**config.mk**
```make
export PLATFORM = sky130hd
export DESIGN_NAME = nor_cmd_ctrl
export DESIGN_NICKNAME = d
export VERILOG_FILES = /design/src/rtl/nor_pkg.sv /design/src/rtl/nor_busy_timer.sv /design/src/rtl/nor_lock_bits.sv /design/src/rtl/nor_array.sv /design/src/rtl/nor_cmd_ctrl.sv
export SDC_FILE = /design/constraint.sdc
export NUM_CORES = 2
export LEC_CHECK = 0
export BUFFER_PORTS_ARGS = -buffer_cell sky130_fd_sc_hd__buf_2
export CAP_MARGIN = 20
export CORE_MARGIN = 5
export CORE_UTILIZATION = 25
export CTS_CLUSTER_SIZE = 8
export DETAILED_ROUTE_END_ITERATION = 8
export PLACE_DENSITY_LB_ADDON = 0.12
export SYNTH_ARGS = -nofsm -noshare
export SYNTH_HDL_FRONTEND = slang
export SYNTH_HIERARCHICAL = 1
export SYNTH_SLANG_ARGS = --single-unit
export TNS_END_PERCENT = 1
```
**constraint.sdc**
```tcl
create_clock -name clk -period 4 [get_ports clk]
set_clock_uncertainty 0.2 [all_clocks]
set_input_delay 0.2 -clock clk [delete_from_list [all_inputs] [get_ports clk]]
set_output_delay 0.2 -clock clk [all_outputs]
set_load 0.02 [all_outputs]
```
**src/rtl/nor_pkg.sv**
```systemverilog
package nor_pkg;
  typedef enum logic [1:0] {RD_ARRAY, RD_STATUS, RD_ID, RD_QUERY} rd_mode_t;
  typedef enum logic [1:0] {SU_NONE, SU_PROG, SU_ERASE, SU_LOCK} setup_t;

  localparam logic [7:0] CMD_READ  = 8'hFF;
  localparam logic [7:0] CMD_STAT  = 8'h70;
  localparam logic [7:0] CMD_IDENT = 8'h90;
  localparam logic [7:0] CMD_QUERY = 8'h98;
  localparam logic [7:0] CMD_CLR   = 8'h50;
  localparam logic [7:0] CMD_PROG  = 8'h40;
  localparam logic [7:0] CMD_ERASE = 8'h20;
  localparam logic [7:0] CMD_LOCK  = 8'h60;
  localparam logic [7:0] CMD_SUSP  = 8'hB0;
  localparam logic [7:0] CMD_CONF  = 8'hD0;
  localparam logic [7:0] CMD_LSET  = 8'h01;
endpackage

```
**src/rtl/nor_busy_timer.sv**
```systemverilog
module nor_busy_timer #(
  parameter int CYC = 12
) (
  input  logic clk,
  input  logic rst_n,
  input  logic start,
  input  logic en,
  output logic done
);
  localparam int CW = $clog2(CYC + 1);
  logic [CW-1:0] cnt;

  assign done = en && (cnt == CW'(CYC - 1));

  always_ff @(posedge clk) begin
    if (!rst_n)           cnt <= '0;
    else if (start)       cnt <= '0;
    else if (en && !done) cnt <= cnt + 1'b1;
  end
endmodule

```
**src/rtl/nor_lock_bits.sv**
```systemverilog
module nor_lock_bits #(
  parameter int BLK_BITS = 2,
  localparam int NBLK = 1 << BLK_BITS
) (
  input  logic                clk,
  input  logic                rst_n,
  input  logic                set_en,
  input  logic [BLK_BITS-1:0] set_idx,
  input  logic                clr_all,
  output logic [NBLK-1:0]     locks
);
  logic [NBLK-1:0] nxt;

  for (genvar g = 0; g < NBLK; g++) begin : g_bit
    assign nxt[g] = clr_all ? 1'b0
                  : (set_en && set_idx == BLK_BITS'(g)) ? 1'b1 : locks[g];
  end

  always_ff @(posedge clk) begin
    if (!rst_n) locks <= '0;
    else        locks <= nxt;
  end
endmodule

```
**src/rtl/nor_array.sv**
```systemverilog
module nor_array #(
  parameter int AW = 8,
  parameter int DW = 8,
  parameter int BLK_BITS = 2
) (
  input  logic                clk,
  input  logic                rst_n,
  input  logic [AW-1:0]       rd_addr,
  output logic [DW-1:0]       rd_data,
  input  logic                prog_en,
  input  logic [AW-1:0]       prog_addr,
  input  logic [DW-1:0]       prog_data,
  input  logic                erase_en,
  input  logic [BLK_BITS-1:0] erase_blk
);
  localparam int DEPTH = 1 << AW;
  localparam int OW    = AW - BLK_BITS;
  localparam int WORDS = 1 << OW;

  logic [DW-1:0] mem [DEPTH];

  assign rd_data = mem[rd_addr];

  always_ff @(posedge clk) begin
    if (!rst_n) begin
      for (int i = 0; i < DEPTH; i++) mem[i] <= '1;
    end else begin
      if (erase_en)
        for (int j = 0; j < WORDS; j++) mem[{erase_blk, OW'(j)}] <= '1;
      if (prog_en) mem[prog_addr] <= mem[prog_addr] & prog_data;
    end
  end
endmodule

```
**src/rtl/nor_cmd_ctrl.sv**
```systemverilog
module nor_cmd_ctrl import nor_pkg::*; #(
  parameter int AW = 8,
  parameter int DW = 8,
  parameter int BLK_BITS = 2,
  parameter int PROG_CYC = 12,
  parameter int ERASE_CYC = 40,
  parameter logic [7:0] MFG_CODE = 8'hA5,
  parameter logic [7:0] DEV_CODE = 8'h3C
) (
  input  logic          clk,
  input  logic          rst_n,
  input  logic          bus_wr,
  input  logic [AW-1:0] bus_addr,
  input  logic [DW-1:0] bus_wdata,
  input  logic          vpp_ok,
  output logic [DW-1:0] bus_rdata
);
  localparam int NBLK = 1 << BLK_BITS;

  rd_mode_t rmode;
  setup_t   setup;
  logic prun, psusp, erun, esusp;
  logic [AW-1:0] paddr;
  logic [DW-1:0] pdata;
  logic [BLK_BITS-1:0] eblk;
  logic [3:0] err_q;               // {bit5, bit4, bit3, bit1}
  logic pdone, edone, busy;
  logic start_p, start_e, lk_set, lk_clr;
  logic [NBLK-1:0] locks;
  logic [DW-1:0] arr_q;
  logic [7:0] sr, xsr, cmd;
  logic [BLK_BITS-1:0] wblk;

  assign cmd  = bus_wdata[7:0];
  assign wblk = bus_addr[AW-1 -: BLK_BITS];
  assign busy = (prun && !psusp) || (erun && !esusp);
  assign sr   = {!busy, esusp, err_q[3], err_q[2], err_q[1], psusp, err_q[0], 1'b0};
  assign xsr  = {!busy && !psusp, 7'd0};

  always_comb begin
    start_p = bus_wr && setup == SU_PROG && !locks[wblk];
    start_e = bus_wr && setup == SU_ERASE && cmd == CMD_CONF && wblk == eblk && !locks[eblk];
    lk_set  = bus_wr && setup == SU_LOCK && cmd == CMD_LSET && vpp_ok;
    lk_clr  = bus_wr && setup == SU_LOCK && cmd == CMD_CONF && vpp_ok;
  end

  nor_busy_timer #(.CYC(PROG_CYC)) u_ptmr (
    .clk(clk), .rst_n(rst_n), .start(start_p), .en(prun && !psusp), .done(pdone));
  nor_busy_timer #(.CYC(ERASE_CYC)) u_etmr (
    .clk(clk), .rst_n(rst_n), .start(start_e), .en(erun && !esusp), .done(edone));

  nor_lock_bits #(.BLK_BITS(BLK_BITS)) u_lock (
    .clk(clk), .rst_n(rst_n), .set_en(lk_set), .set_idx(wblk),
    .clr_all(lk_clr), .locks(locks));

  nor_array #(.AW(AW), .DW(DW), .BLK_BITS(BLK_BITS)) u_arr (
    .clk(clk), .rst_n(rst_n), .rd_addr(bus_addr), .rd_data(arr_q),
    .prog_en(pdone), .prog_addr(paddr), .prog_data(pdata),
    .erase_en(edone), .erase_blk(eblk));

  always_ff @(posedge clk) begin
    if (!rst_n) begin
      rmode <= RD_ARRAY;
      setup <= SU_NONE;
      {prun, psusp, erun, esusp} <= '0;
      paddr <= '0;
      pdata <= '0;
      eblk  <= '0;
      err_q <= '0;
    end else begin
      if (pdone) prun <= 1'b0;
      if (edone) erun <= 1'b0;
      if (bus_wr) begin
        if (setup != SU_NONE) begin
          setup <= SU_NONE;
          unique case (setup)
            SU_PROG:
              if (locks[wblk]) {err_q[2], err_q[0]} <= 2'b11;
              else begin
                prun  <= 1'b1;
                paddr <= bus_addr;
                pdata <= bus_wdata;
              end
            SU_ERASE:
              if (cmd != CMD_CONF || wblk != eblk) err_q[3:2] <= 2'b11;
              else if (locks[eblk]) {err_q[3], err_q[0]} <= 2'b11;
              else erun <= 1'b1;
            default:
              if (cmd == CMD_LSET || cmd == CMD_CONF) begin
                if (!vpp_ok) {err_q[3], err_q[1]} <= 2'b11;
              end else err_q[3:2] <= 2'b11;
          endcase
        end else if (busy) begin
          if (cmd == CMD_SUSP) begin
            rmode <= RD_STATUS;
            if (prun && !psusp && !pdone) psusp <= 1'b1;
            else if (erun && !esusp && !edone && !prun) esusp <= 1'b1;
          end else if (cmd == CMD_STAT) rmode <= RD_STATUS;
        end else begin
          case (cmd)
            CMD_READ:  rmode <= RD_ARRAY;
            CMD_STAT:  rmode <= RD_STATUS;
            CMD_IDENT: rmode <= RD_ID;
            CMD_QUERY: rmode <= RD_QUERY;
            CMD_CLR:   err_q <= '0;
            CMD_PROG:
              if (!psusp && !prun) begin
                setup <= SU_PROG;
                rmode <= RD_STATUS;
              end
            CMD_ERASE:
              if (!erun && !psusp) begin
                setup <= SU_ERASE;
                eblk  <= wblk;
                rmode <= RD_STATUS;
              end
            CMD_LOCK:
              if (!erun && !prun) begin
                setup <= SU_LOCK;
                rmode <= RD_STATUS;
              end
            CMD_CONF:
              if (psusp) begin
                psusp <= 1'b0;
                rmode <= RD_STATUS;
              end else if (esusp) begin
                esusp <= 1'b0;
                rmode <= RD_STATUS;
              end
            default: ;
          endcase
        end
      end
    end
  end

  always_comb begin
    unique case (rmode)
      RD_ARRAY:  bus_rdata = arr_q;
      RD_STATUS: bus_rdata = DW'(bus_addr[0] ? xsr : sr);
      RD_ID:
        case (bus_addr[1:0])
          2'd0:    bus_rdata = DW'(MFG_CODE);
          2'd1:    bus_rdata = DW'(DEV_CODE);
          2'd2:    bus_rdata = DW'(locks[wblk]);
          default: bus_rdata = '0;
        endcase
      default:
        case (bus_addr[4:0])
          5'h10:   bus_rdata = DW'(8'h51);
          5'h11:   bus_rdata = DW'(8'h52);
          5'h12:   bus_rdata = DW'(8'h59);
          5'h13:   bus_rdata = DW'(NBLK);
          default: bus_rdata = '0;
        endcase
    endcase
  end
endmodule

```
---- After elaboration in Yosys (flattened, before gate mapping) ----
Memory sizes are Yosys's and may differ from the RTL's. A register that Yosys moved wholly into a read port is not among the register bits.
Index checks and enable logic that the tools add are counted.
W data, S select, Z words.
operators by class
  shift-type cells ........................ 0
  mux-type cells .......................... 263
  reduce and logical (&&, ||, !) cells .... 125
  eq/ne operators ......................... 56
  divide/modulo/power cells ............... 0
  bitwise gates (word level) .............. 5
  $mul .................................... 0
  $add $sub $neg .......................... 2
  magnitude comparators ................... 2
operators by type and width
  cell                  number
  $mux W8               133
  $reduce_or A8 Y1      65
  $mux W1               105
  $pmux W8 S3           2
  $eq A8 B8 Y1 const B  5
  $eq A8 B7 Y1 const B  4
  $ne A3 B3 Y1 const B  10
  $pmux W7 S4           1
  $logic_and A1 B1 Y1   26
  $mux W2               12
  $reduce_and A6 Y1     4
  $eq A5 B5 Y1 const B  4
  $pmux W2 S8           1
  $reduce_and A7 Y1     2
  $eq A2 B2 Y1 const B  6
  $mux W4               3
  $ne A2 B1 Y1 const B  6
  $ne A4 B4 Y1 const B  3
  $reduce_and A5 Y1     2
  $logic_not A1 Y1      9
  $reduce_bool A9 Y1    1
  $and A8 B8 Y8         1
  $eq A2 B1 Y1 const B  4
  $eq A8 B1 Y1 const B  1
  24 further kinds      43
storage, ports and cells
  memories ................................ 1
  word-level logic and storage cells ...... 473
  bits in writable memories ............... 2048
  input bits .............................. 20
  bits in registers ....................... 44
  bits in read-only memories .............. 0
  bits in latches ......................... 0
memory list
  name       words  bits a word  read ports  clocked after memory_dff  wr ports  RTL line         text
  u_arr.mem  256    8            2           1                         256       nor_array.sv:20  logic [DW-1:0] mem [DEPTH];

---- Longest topological paths before layout ----
  depth after elaboration ................. 10
  depth in mapped cells ................... 16

---- Cells and area by module ----
The synthesis kept the hierarchy.
by module, submodules not included
  module                   seq. area each (µm²)  area an instance (µm²)  times used  cells each
  nor_array                61499.0               107842.2                1           7515
  nor_cmd_ctrl             600.6                 1971.9                  1           246
  nor_busy_timer (u_etmr)  120.1                 304.0                   1           35
  nor_busy_timer (u_ptmr)  80.1                  206.4                   1           22
  nor_lock_bits            80.1                  146.4                   1           16

---- Worst setup path before layout ----
Ideal clock, no wire load.
  path type ............................... register -> register
  start point ............................. reg paddr[0]
  end point ............................... mem u_arr.mem[222][6], data pin
  buffers on the path ..................... 7
  stages on the path, launching flop included .. 14
  clock period less this slack ............ 3.569 ns
  data required time ...................... 3.530 ns
  arrival ................................. 3.100 ns
  slack ................................... 0.431 ns
  cell sequence ........................... dfxtp_1 -> buf_6 -> buf_6 -> buf_6 -> buf_4 -> buf_6 -> buf_2 -> mux4_2 -> mux4_2 -> mux2i_1 -> o22ai_1 -> nand2_2 -> buf_2 -> nand2_1
RTL lines
  item                    RTL line            text
  from (decl)             nor_cmd_ctrl.sv:23  logic [AW-1:0] paddr;
  from (signal assigned)  nor_cmd_ctrl.sv:81  paddr <= bus_addr;
  to (decl)               nor_array.sv:20

==> results.md <==
* Gr usage total at 22.78%
* Post-Route WL at 532.6 mm
* Synth warn at 6
* CTS H-Tree Depth at 5
* Crit Path Category: reg -> out
* Wire per inst at 35.57 um
* Detailed Route Iter0 Violations at 8710
* Clock Power Share at 46.3%
* Setup TNS at -249.94 ns
* Die width at 674.7 um
* Hold Crit Class: in -> reg
* Worst VDD drop at 0.0002941 V
* Final hold vios at 0
* Run status: complete, but fails checks
* Combinational Power Share at 6.5%
* Die area at 455300 sq um
* Crit path arrival time at 3.99 ns
* Detailed-route DRC error count at 0
* Share of layout cells above drive strength 1 at 35.11%
* GP Congestion at 0.8742
* Pre-Repair DR Iteration Count at 7
* Mapped Area at 110500 sq um
* Failing checks: setup timing
* P_sw at 12.47 mW
* Power Total at 52.23 mW
* Synth unique cells at 88
* Reg power frac at 47.2%
* Post-synth ARST share at 0%
* Post-DP HPWL at 382.9 mm
* Syn-to-layout area delta at 26.53%
* Ys flop type: edfxtp_1
* # setup viols final at 1775
* Synth Net Count at 7863
* Commonest non-fill, non-tap cells in the layout: 2048 x edfxtp_1, 1360 x nand2_1, 1258 x buf_4
* Initial antenna violation count at 42
* CP startpoint kind: flip-flop
* Placed Cells at 14440
* Number of fill cells at 43630
* Critical path capture point type: primary output
* PwrDens at 373.7 nW/um^2
* CTS root buffer: clkbuf_16
* Pleak at 39.61 nW
* Seq/Total Area, Yosys at 56.47%
* Tmin final at 4.390 ns
* Worst Path Required at 3.60 ns
* Clock-pin slew on the worst setup and hold paths at 0.05 ns
* Slew headroom at 18.24%
* Via/cell ratio at 5.399
* Worst-case clock buffer depth at 4
* Setup ws final at -0.3898 ns
* Chip Height at 674.7 um
* Synth Area per Inst at 14.10 sq um
* Max cap viols at 0
* Max Slew Vio Count at 0
* PortBufs at 27
* Core area at 440800 sq um
* Final period utilization at 109.7%
* Highest clock rate at 0.2278 GHz
* Post-route non-filler standard cell count at 14980
* CTS tree: done
* Commonest non-fill, non-tap cell in the layout: edfxtp_1
* GRT overflow at 0
* Worst-margin pin slew at 1.216 ns
* Antenna-violating nets left at 0
* Starting Density at 25.06%
* Synth Register Bits at 2092
* Largest net degree at the start of global routing at 105
* Via count at 80850
* Io pins at 28
* Post-Syn Instances at 7834
* Sink Count at 2092
* Vias in the first global route at 81290
* EDFF count, synth at 2048
* First-pass GRT wire length at 720.5 mm
* Worst-skew pair later-pin latency at 0.96 ns
* Internal at 39.77 mW
* Final core utilization at 31.71%
* RSZ-0062 raised after global routing: true
* Sw frac at 23.87%
* Row count at 244
* Critical Path Fanout Max at 2
* TritonCTS Buffers at 304
* Place WS at -0.8267 ns
* Post-layout nets at 9007
[layout make-up]
cell class | instances | area (sq um) | share of cell area, %
sequential | 2092 | 62400 | 44.65
clock inverter | 31 | 481.7 | 0.3446
clock buffer | 359 | 7940 | 5.681
inverter | 29 | 132.6 | 0.09489
timing repair buffer | 1642 | 16360 | 11.71
tap | 5904 | 7387 | 5.285
antenna | 10 | 25.02 | 0.01790
multi-input combinational | 4909 | 45040 | 32.22
[per-layer routing]
layer	vias to the layer above	GRT usage, %	wire, um
met3	668	3.833	38130
li1	33180	-	-
met5	-	0	107
met1	43510	31.67	228700
met4	16	6.777	18620
met2	3487	36.48	247100
[state kept, by name, summed over array words and instances, names as in the netlist]
register and count:
u_arr/mem 2048, paddr 8, pdata 8, u_etmr/cnt 6, err_q 4, u_lock/locks 4, u_ptmr/cnt 4, eblk 2
rmode 2, setup 2, erun 1, esusp 1, prun 1, psusp 1
[worst paths after layout]
check,from,endpoint,slack [ns],cells after the start
max,u_arr/mem[254][4],bus_rdata[4],-0.39,9
min,bus_wdata[3],pdata[3],0.07,4
max reg2reg,paddr[2],u_arr/mem[120][2],-0.36,15
min reg2reg,u_lock/locks[0],u_lock/locks[0],0.26,2
[stage by stage]
step	instance area [sq um]	hold WS (ns)
floorplan	110500	0.1312
global placement	128500	0.2463
detailed placement	128500	0.2562
CTS	139000	0.006619
global route	139800	0.09325
finish	139800	0.06779
[logic make-up (layout without fill, tap and decap cells)]
family	count (synthesis)	in the layout	synth area share (%)
adder cells (fa/ha/maj)	9	9	0.1019
AND/OR/NAND/NOR	2475	2475	9.629
other	0	10	0
buffers and inverters	833	2061	3.675
flip-flops	2092	2092	56.47
AO/OA/AOI/OAI	1023	1023	5.743
XOR/XNOR	5	5	0.03965
multiplexers	1397	1397	24.34
[synthesized netlist by cell type, types with 13 or more instances]
| library cell | count | area [sq um] |
|---|---|---|
| buf_6 | 36 | 405.4 |
| buf_2 | 246 | 1231 |
| a22oi_1 | 226 | 1697 |
| buf_4 | 91 | 683.2 |
| mux4_2 | 1031 | 23220 |
| edfxtp_1 | 2048 | 61500 |
| o211ai_1 | 47 | 352.8 |
| nand2_1 | 1381 | 5184 |
| a221oi_1 | 17 | 148.9 |
| or3_1 | 15 | 93.84 |
| nor2b_1 | 16 | 100.1 |
| a21oi_1 | 48 | 240.2 |
| nor4_1 | 13 | 81.33 |
| nor2_1 | 336 | 1261 |
| clkbuf_1 | 349 | 1310 |
| inv_1 | 26 | 97.59 |
| nand2b_1 | 16 | 100.1 |
| dfxtp_1 | 44 | 880.8 |
| nor3_1 | 25 | 125.1 |
| buf_1 | 82 | 307.8 |
| o21ai_0 | 540 | 2703 |
| o22ai_1 | 37 | 231.5 |
| nand3_1 | 563 | 2818 |
| nand4_1 | 18 | 112.6 |
| mux2i_1 | 359 | 3593 |
| a31oi_1 | 23 | 143.9 |
[worst max-delay path: stages, from the launching register on]
cell and delay, ns:
edfxtp_1 0.40, mux4_2 0.54, mux4_2 0.62, a22oi_2 0.24
o211ai_1 0.29, buf_4 0.29, and4_4 0.18, a22oi_2 0.19
o211ai_1 0.11, buf_4 0.18
[power by group through the flow]
stage	sequential, mW	combinational (mW)	clock (mW)
global route	24.7	3.48	25.6
finish	24.7	3.38	24.2
detailed placement	25.1	3.29	0
CTS	24.7	3.36	24.8
floorplan	25.0	1.61	0
global placement	25.1	3.29	0
[what timing repair did]
item	in CTS	in global routing
hold buffers	35	0
pin swaps	19	14
hold endpoints to repair	44	0
resized for setup	195	93
setup endpoints to repair	1986	1878
cloned	11	5
buffers inserted	55	36
Note: power is estimated with default switching activity, not from simulation.
